<file path="src/rtl/mdio_master.sv">
module mdio_master #(
  parameter int PRE = 32
) (
  input  logic        clk,
  input  logic        rst_n,
  input  logic [3:0]  bus_addr,
  input  logic        bus_wr,
  input  logic [31:0] bus_wdata,
  output logic [31:0] bus_rdata,
  output logic        mdc,
  output logic        mdio_o,
  output logic        mdio_oe,
  input  logic        mdio_i
);
  localparam int FRAME = PRE + 32;
  localparam int TA_BIT = PRE + 14;
  localparam int CW = $clog2(FRAME + 1);
  localparam logic [CW-1:0] LAST = CW'(FRAME);
  localparam logic [CW-1:0] TA_I = CW'(TA_BIT);
  localparam logic [CW-1:0] TA2_I = CW'(TA_BIT + 1);
  localparam logic [CW-1:0] DAT_I = CW'(TA_BIT + 2);

  logic [7:0]       div_q, hcnt_q;
  logic             c45_q, neg_q, busy_q, err_q, rd_q, drv_q;
  logic [4:0]       dev_q, port_q;
  logic [15:0]      data_q, addr_q;
  logic [FRAME-1:0] frm_q;
  logic [CW-1:0]    bitn_q;

  wire idle_wr = bus_wr && !busy_q;
  wire wr_cfg  = idle_wr && bus_addr == 4'h0;
  wire wr_ctl  = idle_wr && bus_addr == 4'h4;
  wire wr_dat  = idle_wr && bus_addr == 4'h8;
  wire wr_adr  = idle_wr && bus_addr == 4'hC;
  wire go_rd   = wr_ctl && bus_wdata[15];
  wire go_ad   = wr_adr && c45_q;
  wire start   = go_rd || wr_dat || go_ad;

  logic [1:0]  op_c;
  logic [4:0]  port_n, dev_n;
  logic [15:0] fdata_n;

  always_comb begin
    port_n  = go_rd ? bus_wdata[9:5] : port_q;
    dev_n   = go_rd ? bus_wdata[4:0] : dev_q;
    fdata_n = go_rd ? 16'hFFFF : bus_wdata[15:0];
    if (go_ad)      op_c = 2'b00;
    else if (go_rd) op_c = c45_q ? 2'b11 : 2'b10;
    else            op_c = 2'b01;
  end

  wire [7:0]    half   = (div_q == 8'd0) ? 8'd1 : div_q;
  wire          tick   = busy_q && hcnt_q == half - 8'd1;
  wire          rise   = tick && !mdc;
  wire          fall   = tick && mdc;
  wire          launch = neg_q ? fall : rise;
  wire [CW-1:0] nxt    = bitn_q + CW'(1);

  always_ff @(posedge clk) begin
    if (!rst_n) begin
      div_q  <= '0;  c45_q  <= 1'b0; neg_q <= 1'b0;
      dev_q  <= '0;  port_q <= '0;   data_q <= '0; addr_q <= '0;
      busy_q <= 1'b0; err_q <= 1'b0; rd_q <= 1'b0; drv_q <= 1'b0;
      frm_q  <= '0;  bitn_q <= '0;   hcnt_q <= '0; mdc <= 1'b0;
    end else begin
      if (wr_cfg) begin
        div_q <= bus_wdata[15:8];
        c45_q <= bus_wdata[6];
        neg_q <= bus_wdata[23];
      end
      if (wr_ctl) begin
        dev_q  <= bus_wdata[4:0];
        port_q <= bus_wdata[9:5];
      end
      if (wr_adr) addr_q <= bus_wdata[15:0];
      if (wr_dat) data_q <= bus_wdata[15:0];
      if (start) begin
        busy_q <= 1'b1;
        rd_q   <= go_rd;
        err_q  <= 1'b0;
        drv_q  <= 1'b1;
        frm_q  <= {{PRE{1'b1}}, c45_q ? 2'b00 : 2'b01, op_c, port_n, dev_n, 2'b10, fdata_n};
        bitn_q <= '0;
        hcnt_q <= '0;
        mdc    <= 1'b0;
      end else if (busy_q) begin
        hcnt_q <= tick ? 8'd0 : hcnt_q + 8'd1;
        if (tick) mdc <= ~mdc;
        if (launch) begin
          frm_q <= frm_q << 1;
          drv_q <= (nxt < LAST) && !(rd_q && nxt >= TA_I);
        end
        if (rise && rd_q) begin
          if (bitn_q == TA2_I && mdio_i) err_q <= 1'b1;
          if (bitn_q >= DAT_I && bitn_q < LAST) data_q <= {data_q[14:0], mdio_i};
        end
        if (fall) begin
          bitn_q <= nxt;
          if (bitn_q == LAST) busy_q <= 1'b0;
        end
      end
    end
  end

  assign mdio_o  = frm_q[FRAME-1];
  assign mdio_oe = busy_q && drv_q;

  always_comb begin
    case (bus_addr)
      4'h0:    bus_rdata = {8'd0, neg_q, 7'd0, div_q, 1'b0, c45_q, 4'd0, err_q, busy_q};
      4'h4:    bus_rdata = {22'd0, port_q, dev_q};
      4'h8:    bus_rdata = {16'd0, data_q};
      4'hC:    bus_rdata = {16'd0, addr_q};
      default: bus_rdata = '0;
    endcase
  end

  logic unused_wbits;
  assign unused_wbits = ^{bus_wdata[31:24], bus_wdata[22:16]};

  assert_idle_quiet_R3: assert property (@(posedge clk) disable iff (!rst_n)
    !busy_q |-> (!mdc && !mdio_oe));

  assert_cfg_frozen_R11: assert property (@(posedge clk) disable iff (!rst_n)
    (busy_q && $past(busy_q)) |-> ($stable(div_q) && $stable(c45_q) && $stable(neg_q)));

  assert_release_held_R5: assert property (@(posedge clk) disable iff (!rst_n)
    (busy_q && rd_q && !mdio_oe) |=> !mdio_oe);

  assert_launch_edge_R10: assert property (@(posedge clk) disable iff (!rst_n)
    (busy_q && $past(busy_q) && mdio_o != $past(mdio_o)) |-> (mdc != $past(mdc) && mdc == !neg_q));

  assert_err_on_read_R8: assert property (@(posedge clk) disable iff (!rst_n)
    $rose(err_q) |-> (busy_q && rd_q));

  assert_busy_end_R9: assert property (@(posedge clk) disable iff (!rst_n)
    $fell(busy_q) |-> (!mdc && $past(mdc)));
endmodule

</file>
<file path="config.mk">
export PLATFORM = sky130hd
export DESIGN_NAME = mdio_master
export DESIGN_NICKNAME = d
export VERILOG_FILES = /design/src/rtl/mdio_master.sv
export SDC_FILE = /design/constraint.sdc
export NUM_CORES = 1
export LEC_CHECK = 0
export BUFFER_PORTS_ARGS = -buffer_cell sky130_fd_sc_hd__buf_2
export CAP_MARGIN = 10
export CORE_AREA = 3 3 168 88
export DETAILED_ROUTE_END_ITERATION = 16
export DIE_AREA = 0 0 171 91
export PLACE_DENSITY = 0.73
export SYNTH_ARGS = -nofsm -noshare
export SYNTH_HDL_FRONTEND = slang
export SYNTH_SLANG_ARGS = --single-unit
</file>
<file path="constraint.sdc">
create_clock -name clk -period 7.1 [get_ports clk]
set_input_delay 0.71 -clock clk [delete_from_list [all_inputs] [get_ports clk]]
set_output_delay 0.71 -clock clk [all_outputs]
set_load 0.1 [all_outputs]
</file>
# After elaboration in Yosys (flattened, before gate mapping)
# Index checks and enable logic that the tools add are counted.
# word_totals
input_bits,40
reg_bits,136
# op_classes
n_lt_le_gt_ge,4
eq_ne,6
add_sub_neg,3
bitwise_logic,2
reduce_logical,31
muxes,26
# ops
op,n
64-bit two-way mux,3
16-bit two-way mux,6
24-bit case mux with 4 select lines,1
1-bit logical AND,16
8-bit two-way mux,2
"7-bit by 6-bit >= comparator with 1-bit output, second input constant",2
"7-bit less-than comparator, second input constant",2
1-bit two-way mux,10
5-bit two-way mux,2
"8-bit by 1-bit adder with 8-bit output, second input constant",1
"4-bit equality test, second input constant",2
8-bit equality test,1
8-bit zero test,1
2-bit AND reduction,4
"8-bit by 1-bit subtractor with 8-bit output, second input constant",1
"7-bit by 1-bit adder with 7-bit output, second input constant",1
"7-bit by 6-bit equality test with 1-bit output, second input constant",1
"7-bit equality test, second input constant",1
"4-bit by 3-bit equality test with 1-bit output, second input constant",1
4-bit zero test,1
2-bit two-way mux,2
2-bit nonzero test,2
1-bit zero test,3
3-bit AND reduction,1
other kinds (3),5

# Longest topological paths before layout
# Gate-level depths: netlist of the first run.
# logic_depth
depth_word,10
depth_mapped,12
ltp_nobuf,9

# Worst setup path after synthesis of the first run
# OpenSTA, ideal clock, no wires.
# synth_timing
kind,input to output
startpoint,in bus_addr[2]
endpoint,out bus_rdata[2]
cell_stages,4
slack_ps,4052
arrival_time_ps,2338
path_cell_list,nor4b_2 -> clkbuf_1 -> a22oi_1 -> nand2_1
# synth_via
elab_chain_len,2
# synth_rtl
item,line_no,text
"start, declared",6,"input logic [3:0] bus_addr,"
"4-bit equality test, or another cell as far along",109,case (bus_addr)
24-bit case mux with 4 select lines (*),109,
"end, declared",9,"output logic [31:0] bus_rdata,"
# Every way passes the cells marked *; elsewhere a longest branch is shown, timed or not.

# Worst setup path in the final report of the first run
# layout_timing
startpoint,reg div_q[2]
endpoint,reg drv_q
# layout_via
elab_chain_len,9
# layout_rtl
item,line_no,text
"start, declared",23,"logic [7:0] div_q, hcnt_q;"
"start signal, assigned",67,div_q <= bus_wdata[15:8];
8-bit zero test,52,wire [7:0] half = (div_q == 8'd0) ? 8'd1 : div_q;
8-bit two-way mux (*),52,
8-bit by 1-bit subtractor with 8-bit output (*),53,wire tick = busy_q && hcnt_q == half - 8'd1;
8-bit equality test (*),53,
1-bit logical AND (*),53,
"1-bit logical AND, on equally long branches","54, 55",
1-bit two-way mux (*),56,wire launch = neg_q ? fall : rise;
2-bit nonzero test (no source line) (*),n/a,
2-bit AND reduction (no source line) (*),n/a,
"end signal, assigned",91,drv_q <= (nxt < LAST) && !(rd_q && nxt >= TA_I);
"end, declared",24,"logic c45_q, neg_q, busy_q, err_q, rd_q, drv_q;"
# Marked as above.
# A chain may end at the register's enable or synchronous reset.

==> results.yml, run 1 <==
routing:
  antenna_left: 0
  drt-initial-drc-count: 668
  dr.pass1.iters: 5
  drc: 0
  wl_um: 18400
  wl_per_cell_um: 17.7
  vias: 6454
  routed_via_density: 6.22
finish:
  finalNetCount: 893
  utilization: 0.563
  fillCellCount: 1226
  area_growth_pct: 11.5
  stdcell_count: 1038
  drive_gt1_frac: 0.136
  diodes: 0
global_routing:
  grt_max_degree: 95
  grt_first_pass_wirelength_um: 30600
  antenna_found_initial: 0
  grt-ovfl-total: 0
  grt_pass1_vias: 5809
  grtUsageTotal: 0.239
synth:
  synth_top_area_share: 0.402
  yosysSeqAreaShare: 0.402
  synth_area_leader_cell: "dfxtp_1"
  yosysWarnings: 0
  synth_edf_count: 0
  synth_area_leaders: "dfxtp_1 40%, nand2_1 6.6%, a21oi_1 5.8%, o21ai_0 4.5%, a211oi_1 3.7%"
  synth.most_common_cell: "dfxtp_1"
  avgSynthCellArea_sq_um: 7.94
  ys_types: 56
  ys.flop_type: "dfxtp_1"
  netlist_area_sq_um: 6780
  ys_ff_latch: 136
  synthTopCellsByCount: "136 x dfxtp_1, 120 x nand2_1, 78 x a21oi_1, 61 x o21ai_0, 58 x clkbuf_1"
  syn_inst: 854
  synth_async_sr_flop_share: 0
clock_tree:
  htreeDepth: 4
  tritoncts: "done"
  clk_latency_ns: 0.42
  hold_buffers: 0
  clock-sinks: 136
  clk_pin_slew_ns: 0.06
  clockBufferDepth: 2
  cts_buffers: 17
  root_buffer: "clkbuf_16"
  postCtsSetupRepairBufs: 0
  cts_resized: 0
placement:
  placed_cells: 1005
  gp_congestion: 0.851
  place.port_buffers: 44
  dp_hpwl_um: 11200
worst_setup_path:
  worstPathRequired_ns: 7.40
  crit_fanout: 34
  r2r_setup_slack_ns: 3.31
  cp.arrival_ns: 4.09
  end_kind: "register"
  worstSetupPathType: "register to register"
  regToRegStartpoint: "div_q[2]"
  worstReg2RegEnd: "drv_q"
  cp-start-kind: "register"
  reg2reg_depth: 9
min_path:
  min-delay-start: "addr_q[10]"
  min_path_type: "register to register"
  hold_end: "addr_q[10]"
  whs_path_depth: 2
power:
  power_per_cell_area_nw_per_um2: 245
  power_mw: 1.85
  vdd.ir_drop.worst_mv: 0.149
  p_leak_nw: 2.58
sta:
  setup_tns_ns: 0
  clock.fmax_ghz: 0.264
  skew_ns: 0.00820
  max_slew.worst_pin.slew_ns: 1.14
  period_minus_slack_ns: 3.79
  slew_headroom: 0.237
  setup_viol: 0
  maxSlewViolCount: 0
  final-hold-violation-count: 0
  rsz0062_at_grt: "false"
  fin_crit_sh: 0.534
floorplan:
  fp.dieW_um: 171
  rows: 30
  start_util: 0.504
  die_y_um: 91
  dieArea_sq_um: 15600
  ios: 75
  core_area_sq_um: 13400
flow_run:
  drv_cap: 0
run_status:
  outcome: "complete, no violations"
## power breakdown
| group | total [mW] | internal, mW | switching (mW) |
|---|---|---|---|
| Sequential | 0.791 | 0.780 | 0.0111 |
| Combinational | 0.180 | 0.0389 | 0.141 |
| Clock | 0.881 | 0.529 | 0.352 |
| Total | 1.85 | 1.35 | 0.504 |
## kinds of logic (layout without fill, tap and decap cells)
family | count (synthesis) | count (layout) | synth area share
xor gates and xnor gates | 14 | 14 | 0.0181
adders and majority gates | 4 | 4 | 0.00738
DFF | 136 | 136 | 0.402
buffers and inverters | 104 | 98 | 0.0709
other | 1 | 15 | 0.000553
muxes | 19 | 19 | 0.0310
and+or+nand+nor | 324 | 324 | 0.244
AOI/OAI and AO/OA | 252 | 252 | 0.226
## worst max path at each step
stage / from / depth (start not counted) / end / slack (ns)
final: div_q[2] / 9 / drv_q / 3.31
after CTS: div_q[2] / 9 / drv_q / 3.35
after detailed placement: div_q[2] / 9 / drv_q / 3.36
after floorplan: bus_addr[2] / 4 / bus_rdata[2] / 4.05
after global routing: div_q[2] / 9 / frm_q[48] / 3.05
after global placement: div_q[2] / 9 / drv_q / 3.44
## cell usage in the layout (no fill, tap or decap), types with 29 or more instances in the layout
cell type | netlist | routed
dfxtp_1 | 136 | 136
o21ai_0 | 61 | 61
nand2_1 | 120 | 120
nor2_1 | 50 | 50
a211oi_1 | 33 | 33
buf_2 | 17 | 44
a31oi_1 | 29 | 29
nor4_1 | 34 | 33
a21oi_1 | 78 | 78
nand4_1 | 35 | 35
## critical path, cell delays in order (launching register included)
cell     delay [ns]
dfxtp_1        0.43
nor4_4         0.42
a21oi_1        0.19
ha_1           0.30
nor2b_1        0.14
or3_1          0.35
a31oi_1        0.35
and4b_1        0.43
nand3_2        0.62
o211a_1        0.45
## flip-flops by register name, summed over array words and instances, names as in the netlist
name / flops
busy_q: 1
div_q: 8
data_q: 16
dev_q: 5
addr_q: 16
hcnt_q: 8
frm_q: 64
c45_q: 1
err_q: 1
port_q: 5
mdc: 1
neg_q: 1
rd_q: 1
bitn_q: 7
drv_q: 1
## final cells by class
cell class	count	area (sq um)	share of cell area
Multi-Input combinational cell	628	3650	0.483
Sequential cell	136	2720	0.360
Clock buffer	19	443	0.0586
Timing Repair Buffer	58	345	0.0457
Tap cell	176	220	0.0291
Clock inverter	13	146	0.0194
Inverter	8	30.0	0.00397
## per-stage QoR
step                      instance area, sq um  hold WS, ns  setup slack, ns
after floorplan                           6830        0.435             4.05
after global placement                    6940        0.441             3.44
after detailed placement                  6940        0.447             3.36
after CTS                                 7530        0.455             3.35
after global routing                      7560        0.477             3.05
final                                     7560        0.454             3.31
## per-layer routing
metal	GRT usage	up-vias	part of all wire
li1	-	3090	-
met1	0.353	3082	0.47
met2	0.349	258	0.44
met3	0.0552	24	0.076
met4	0.0609	0	0.014
met5	0	-	0
No activity file was read; power rests on OpenSTA's default activity.
==> inputs of run 2 (changes only) <==
==> constraint.sdc (replaced) <==
create_clock -name clk -period 3.9 [get_ports clk]
set_input_delay 0.39 -clock clk [delete_from_list [all_inputs] [get_ports clk]]
set_output_delay 0.39 -clock clk [all_outputs]
set_load 0.1 [all_outputs]
==> run 2 against run 1 <==
  * First-iteration DRC count is 4.3% lower
  * Count of clock-buffer cells in the layout is the same
  * Register-to-register slack got worse by 3.0 ns
  * Cell area rose by 0.70%
  * Highest routed layer unchanged
  * Final cell count is 1.1% higher
  * Via count grew 1.2%
  * Worst setup slack got worse by 3.0 ns
==> results.yml, run 2 (same netlist as run 1, synthesis figures left out) <==
global_routing:
  grt_max_degree: 95
  grtUsageTotal: 0.238
  grt_first_pass_wirelength_um: 30000
  antenna_found_initial: 0
  grt_pass1_vias: 5742
  grt-ovfl-total: 0
sta:
  period_minus_slack_ns: 3.56
  max_slew.worst_pin.slew_ns: 1.15
  skew_ns: 0.0126
  setup_tns_ns: 0
  rsz0062_at_grt: "false"
  slew_headroom: 0.232
  holdWs_ns: 0.226
  setup_viol: 0
  final-hold-violation-count: 0
  maxSlewViolCount: 0
  clock.fmax_ghz: 0.281
  fin_crit_sh: 0.913
clock_tree:
  clock-sinks: 136
  tritoncts: "done"
  clockBufferDepth: 2
  clk_pin_slew_ns: 0.06
  cts_buffers: 17
  clk_latency_ns: 0.41
  root_buffer: "clkbuf_16"
  htreeDepth: 4
  hold_buffers: 0
finish:
  reg_top3: "frm_q: 64 flops, addr_q: 16 flops, data_q: 16 flops"
  diodes: 0
  largest_reg_flops: 64
  drive_gt1_frac: 0.148
  finalNetCount: 904
  area_growth_pct: 12.3
  final_common_cell: "dfxtp_1"
  top_register: "frm_q"
  final_cell_mix: "136 x dfxtp_1, 120 x nand2_1, 78 x a21oi_1"
run_status:
  outcome: "complete, no violations"
placement:
  dp_hpwl_um: 11300
  gp_congestion: 0.890
  place.port_buffers: 44
worst_setup_path:
  regToRegStartpoint: "div_q[2]"
  reg2reg_depth: 10
  end_kind: "register"
  cp.arrival_ns: 3.81
  crit_fanout: 55
  cp-start-kind: "register"
  cp-endpoint: "frm_q[36]"
  worstSetupPathType: "register to register"
  worstReg2RegEnd: "frm_q[36]"
  worstPathRequired_ns: 4.15
  r2r_setup_slack_ns: 0.34
  cp-startpoint: "div_q[2]"
routing:
  dr.pass1.iters: 5
  wl_um: 18700
  drt-initial-drc-count: 639
  drc: 0
  routed_via_density: 6.23
  wl_per_cell_um: 17.8
  antenna_left: 0
  vias: 6534
floorplan:
  fp.dieW_um: 171
  rows: 30
  ios: 75
  die_y_um: 91
  core_area_sq_um: 13400
  start_util: 0.504
  dieArea_sq_um: 15600
power:
  p_leak_nw: 2.62
  power_per_cell_area_nw_per_um2: 435
  vdd.ir_drop.worst_mv: 0.316
min_path:
  whs_path_depth: 3
  min_path_type: "input port to register"
flow_run:
  drv_cap: 0
run 2: changes by cell type in the layout (fill, tap and decap cells not counted), sizes merged:
cell	previous run	this run
buf	58	68
bufinv	2	1
clkinv	4	6
clkinvlp	5	4
nand4b	1	2
run 2: layout make-up:
| type | count | area [sq um] |
|---|---|---|
| Fill cell | 1235 | 5820 |
| Clock inverter | 13 | 123 |
| Clock buffer | 19 | 443 |
| Sequential cell | 136 | 2720 |
| Multi-Input combinational cell | 629 | 3670 |
| Timing Repair Buffer | 68 | 400 |
| Tap cell | 176 | 220 |
| Inverter | 8 | 30.0 |
run 2: how the worst min path moves through the flow:
stage	start	endpoint	slack, ns
after floorplan	frm_q[28]	frm_q[28]	0.43
after global placement	addr_q[10]	addr_q[10]	0.44
after detailed placement	addr_q[15]	addr_q[15]	0.45
after CTS	bus_wdata[23]	neg_q	0.21
after global routing	bus_wdata[23]	neg_q	0.23
final	bus_wdata[23]	neg_q	0.23
run 2: stage by stage:
stage	setup WS [ns]	utilization	cell area (sq um)	std cells	power [mW]
3_5_place_dp	0.249	0.523	7030	1016	1.79
3_3_place_gp	0.360	0.523	7030	1016	1.79
2_1_floorplan	0.939	-	6830	868	1.72
4_1_cts	0.262	0.565	7590	1048	3.32
5_1_grt	0.0525	0.567	7610	1049	3.43
6_report	0.338	0.567	7610	1049	3.31
run 2: worst max-delay path: stages, from the launching register on:
cell and delay (ns):
dfxtp_1 0.42, nor4_4 0.40, a21oi_1 0.19, ha_1 0.29, nor2b_1 0.15, or3_1 0.37, a31oi_2 0.42, nand4b_4 0.32
buf_4 0.41, nor4_1 0.34, a211oi_1 0.08
run 2: repair_timing:
action,in CTS,in global routing
setup buffers,0,0
resized for setup,0,1
endpoints found under the setup margin,0,15
run 2: report_power, final:
part	internal (mW)	leakage (nW)	switching, mW
Combinational	0.0738	1.25	0.261
Sequential	1.42	1.10	0.0190
Clock	0.899	0.266	0.641
Total	2.39	2.62	0.921
run 2: metal layers:
metal / part of all wire / vias to the layer above / track usage
met5: 0 / - / 0
met4: 0.013 / 0 / 0.0884
met3: 0.084 / 25 / 0.0470
met2: 0.44 / 286 / 0.350
met1: 0.47 / 3105 / 0.344
li1: - / 3118 / -
==> inputs of run 3 (changes only) <==
--- a/config.mk
+++ b/config.mk
@@ -10,7 +10,7 @@
 export CORE_AREA = 3 3 168 88
 export DETAILED_ROUTE_END_ITERATION = 16
 export DIE_AREA = 0 0 171 91
-export PLACE_DENSITY = 0.73
+export PLACE_DENSITY = 0.76
 export SYNTH_ARGS = -nofsm -noshare
 export SYNTH_HDL_FRONTEND = slang
 export SYNTH_SLANG_ARGS = --single-unit
==> constraint.sdc (replaced) <==
create_clock -name clk -period 2.95 [get_ports clk]
set_input_delay 0.295 -clock clk [delete_from_list [all_inputs] [get_ports clk]]
set_output_delay 0.295 -clock clk [all_outputs]
set_load 0.1 [all_outputs]
==> run 3 against run 2 <==
  * Maximum frequency up 24%
  * Die area stayed put
  * Worst setup slack worse by 0.26 ns
  * First-iteration DRC count up 27%
  * Final cell count is 2.6% higher
  * Critical path type unchanged
  * Critical endpoint is now bitn_q[5]
==> results.yml, run 3 (same netlist as run 1, synthesis figures left out) <==
sta:
  slew_headroom: 0.336
  clock.fmax_ghz: 0.348
  max_slew.worst_pin.slew_ns: 0.995
  setup_viol: 0
  period_minus_slack_ns: 2.88
  final-hold-violation-count: 0
  setup_tns_ns: 0
  maxSlewViolCount: 0
  skew_ns: 0.00926
  fin_crit_sh: 0.975
  holdWs_ns: 0.124
global_routing:
  antenna_found_initial: 0
  busiest_layer: "met2"
  grt-ovfl-total: 0
  global_route.usage.met1: 0.334
  grt_max_degree: 95
  grtUsageTotal: 0.242
  grt_first_pass_wirelength_um: 30600
  grt_pass1_vias: 6057
  use_met2: 0.382
  met3_usage: 0.0513
finish:
  drive_gt1_frac: 0.181
  stdcell_count: 1076
  final_cell_mix: "136 x dfxtp_1, 120 x nand2_1, 77 x a21oi_1"
  area_growth_pct: 21.2
  reg_top3: "frm_q: 64 flops, addr_q: 16 flops, data_q: 16 flops"
  finalNetCount: 931
  utilization: 0.611
  diodes: 0
  largest_reg_flops: 64
  top_register: "frm_q"
  final_common_cell: "dfxtp_1"
worst_setup_path:
  end_kind: "register"
  worstSetupPathType: "register to register"
  cp-start-kind: "register"
  slowest_delay_ns: 0.57
  worstPathCellList: "nor4_4, a21oi_2, ha_1, nor2b_1, or3_4, a31oi_4, buf_6, nand4b_4, or4_1, a21oi_1"
  cp.arrival_ns: 3.23
  worstPathRequired_ns: 3.30
  crit_fanout: 5
  slowest_stage: "or4_1"
clock_tree:
  clockBufferDepth: 2
  tritoncts: "done"
  hold_buffers: 0
  clk_latency_ns: 0.42
  clock-sinks: 136
  root_buffer: "clkbuf_16"
  htreeDepth: 4
  clk_pin_slew_ns: 0.06
  cts_buffers: 17
run_status:
  outcome: "complete, no violations"
routing:
  drt-initial-drc-count: 814
  routed_via_density: 6.30
  wl_per_cell_um: 18.2
  drc: 0
  antenna_left: 0
  vias: 6774
  dr.pass1.iters: 5
  wl_um: 19600
power:
  power_per_cell_area_nw_per_um2: 560
  vdd.ir_drop.worst_mv: 0.441
  power.internal_mw: 3.36
  power_mw: 4.60
  seqPwrFrac: 0.413
  swShare: 0.269
  p_leak_nw: 2.86
  power_frac_comb: 0.106
  clock_power_share: 0.481
  p_sw_mw: 1.24
placement:
  placed_cells: 1034
  place.port_buffers: 44
  gp_congestion: 0.886
  dp_hpwl_um: 11800
floorplan:
  dieArea_sq_um: 15600
  start_util: 0.504
  fp.dieW_um: 171
  core_area_sq_um: 13400
  ios: 75
  die_y_um: 91
  rows: 30
flow_run:
  drv_cap: 0
min_path:
  min_path_type: "input port to register"
## run 3: changes by cell type in the layout (fill, tap and decap cells not counted), moves of 3 or more
cell	delta
nor4_2	+4
nor4_1	-4
buf_2	-10
buf_12	+15
buf_4	+16
clkbuf_16	+3
## run 3: worst paths after layout
path / cells past startpoint / slack (ns) / to / startpoint
worst max-delay path: 10 / 0.07 / bitn_q[5] / div_q[5]
worst min-delay path: 3 / 0.12 / neg_q / bus_wdata[23]
worst min register to register: 2 / 0.46 / addr_q[4] / addr_q[4]
worst max register to register: 10 / 0.07 / bitn_q[5] / div_q[5]
## run 3: cell type report
type,instances,area [sq um]
clock buffers,19,443
fillers,1112,5220
multi-input cells,630,3760
clock inverters,13,171
well taps,176,220
repair buffers,94,868
inverters,8,30.0
flip-flops and latches,136,2720
## run 3: power groups by stage
| stage | Combinational [mW] | Clock, mW | Sequential [mW] |
|---|---|---|---|
| global placement | 0.436 | 0 | 1.94 |
| CTS | 0.448 | 2.23 | 1.90 |
| floorplan | 0.338 | 0 | 1.94 |
| finish | 0.487 | 2.21 | 1.90 |
| detailed placement | 0.441 | 0 | 1.94 |
| global route | 0.516 | 2.31 | 1.90 |
## run 3: timing repair
item,in CTS,in global routing
buffers inserted,0,5
hold endpoints to repair,0,0
gates resized for setup,2,18
pin swaps,0,4
cloned,1,4
setup endpoints to repair,28,83
## run 3: per-stage QoR
stage | area [sq um] | setup WS [ns]
after CTS | 7990 | 0.0358
after detailed placement | 7340 | -0.0638
after global placement | 7340 | 0.0573
final | 8210 | 0.0735
after floorplan | 6840 | 0.0381
after global routing | 8210 | -0.0269
## run 3: per-layer routing
layer  vias to the layer above  wire [um]  share of wire
li1                       3171          -              -
met1                      3245       8660           0.44
met2                       335       8930           0.46
met3                        23       1750          0.089
met4                         0        230          0.012
met5                         -          0              0
## run 3: critical path: cells and delay by family, from the launching register on
kind            cells  cell delay (ns)
fa+ha+maj           1             0.22
flops               1             0.33
buf+inv             1             0.15
simple gates        5             1.56
compound gates      3             0.54
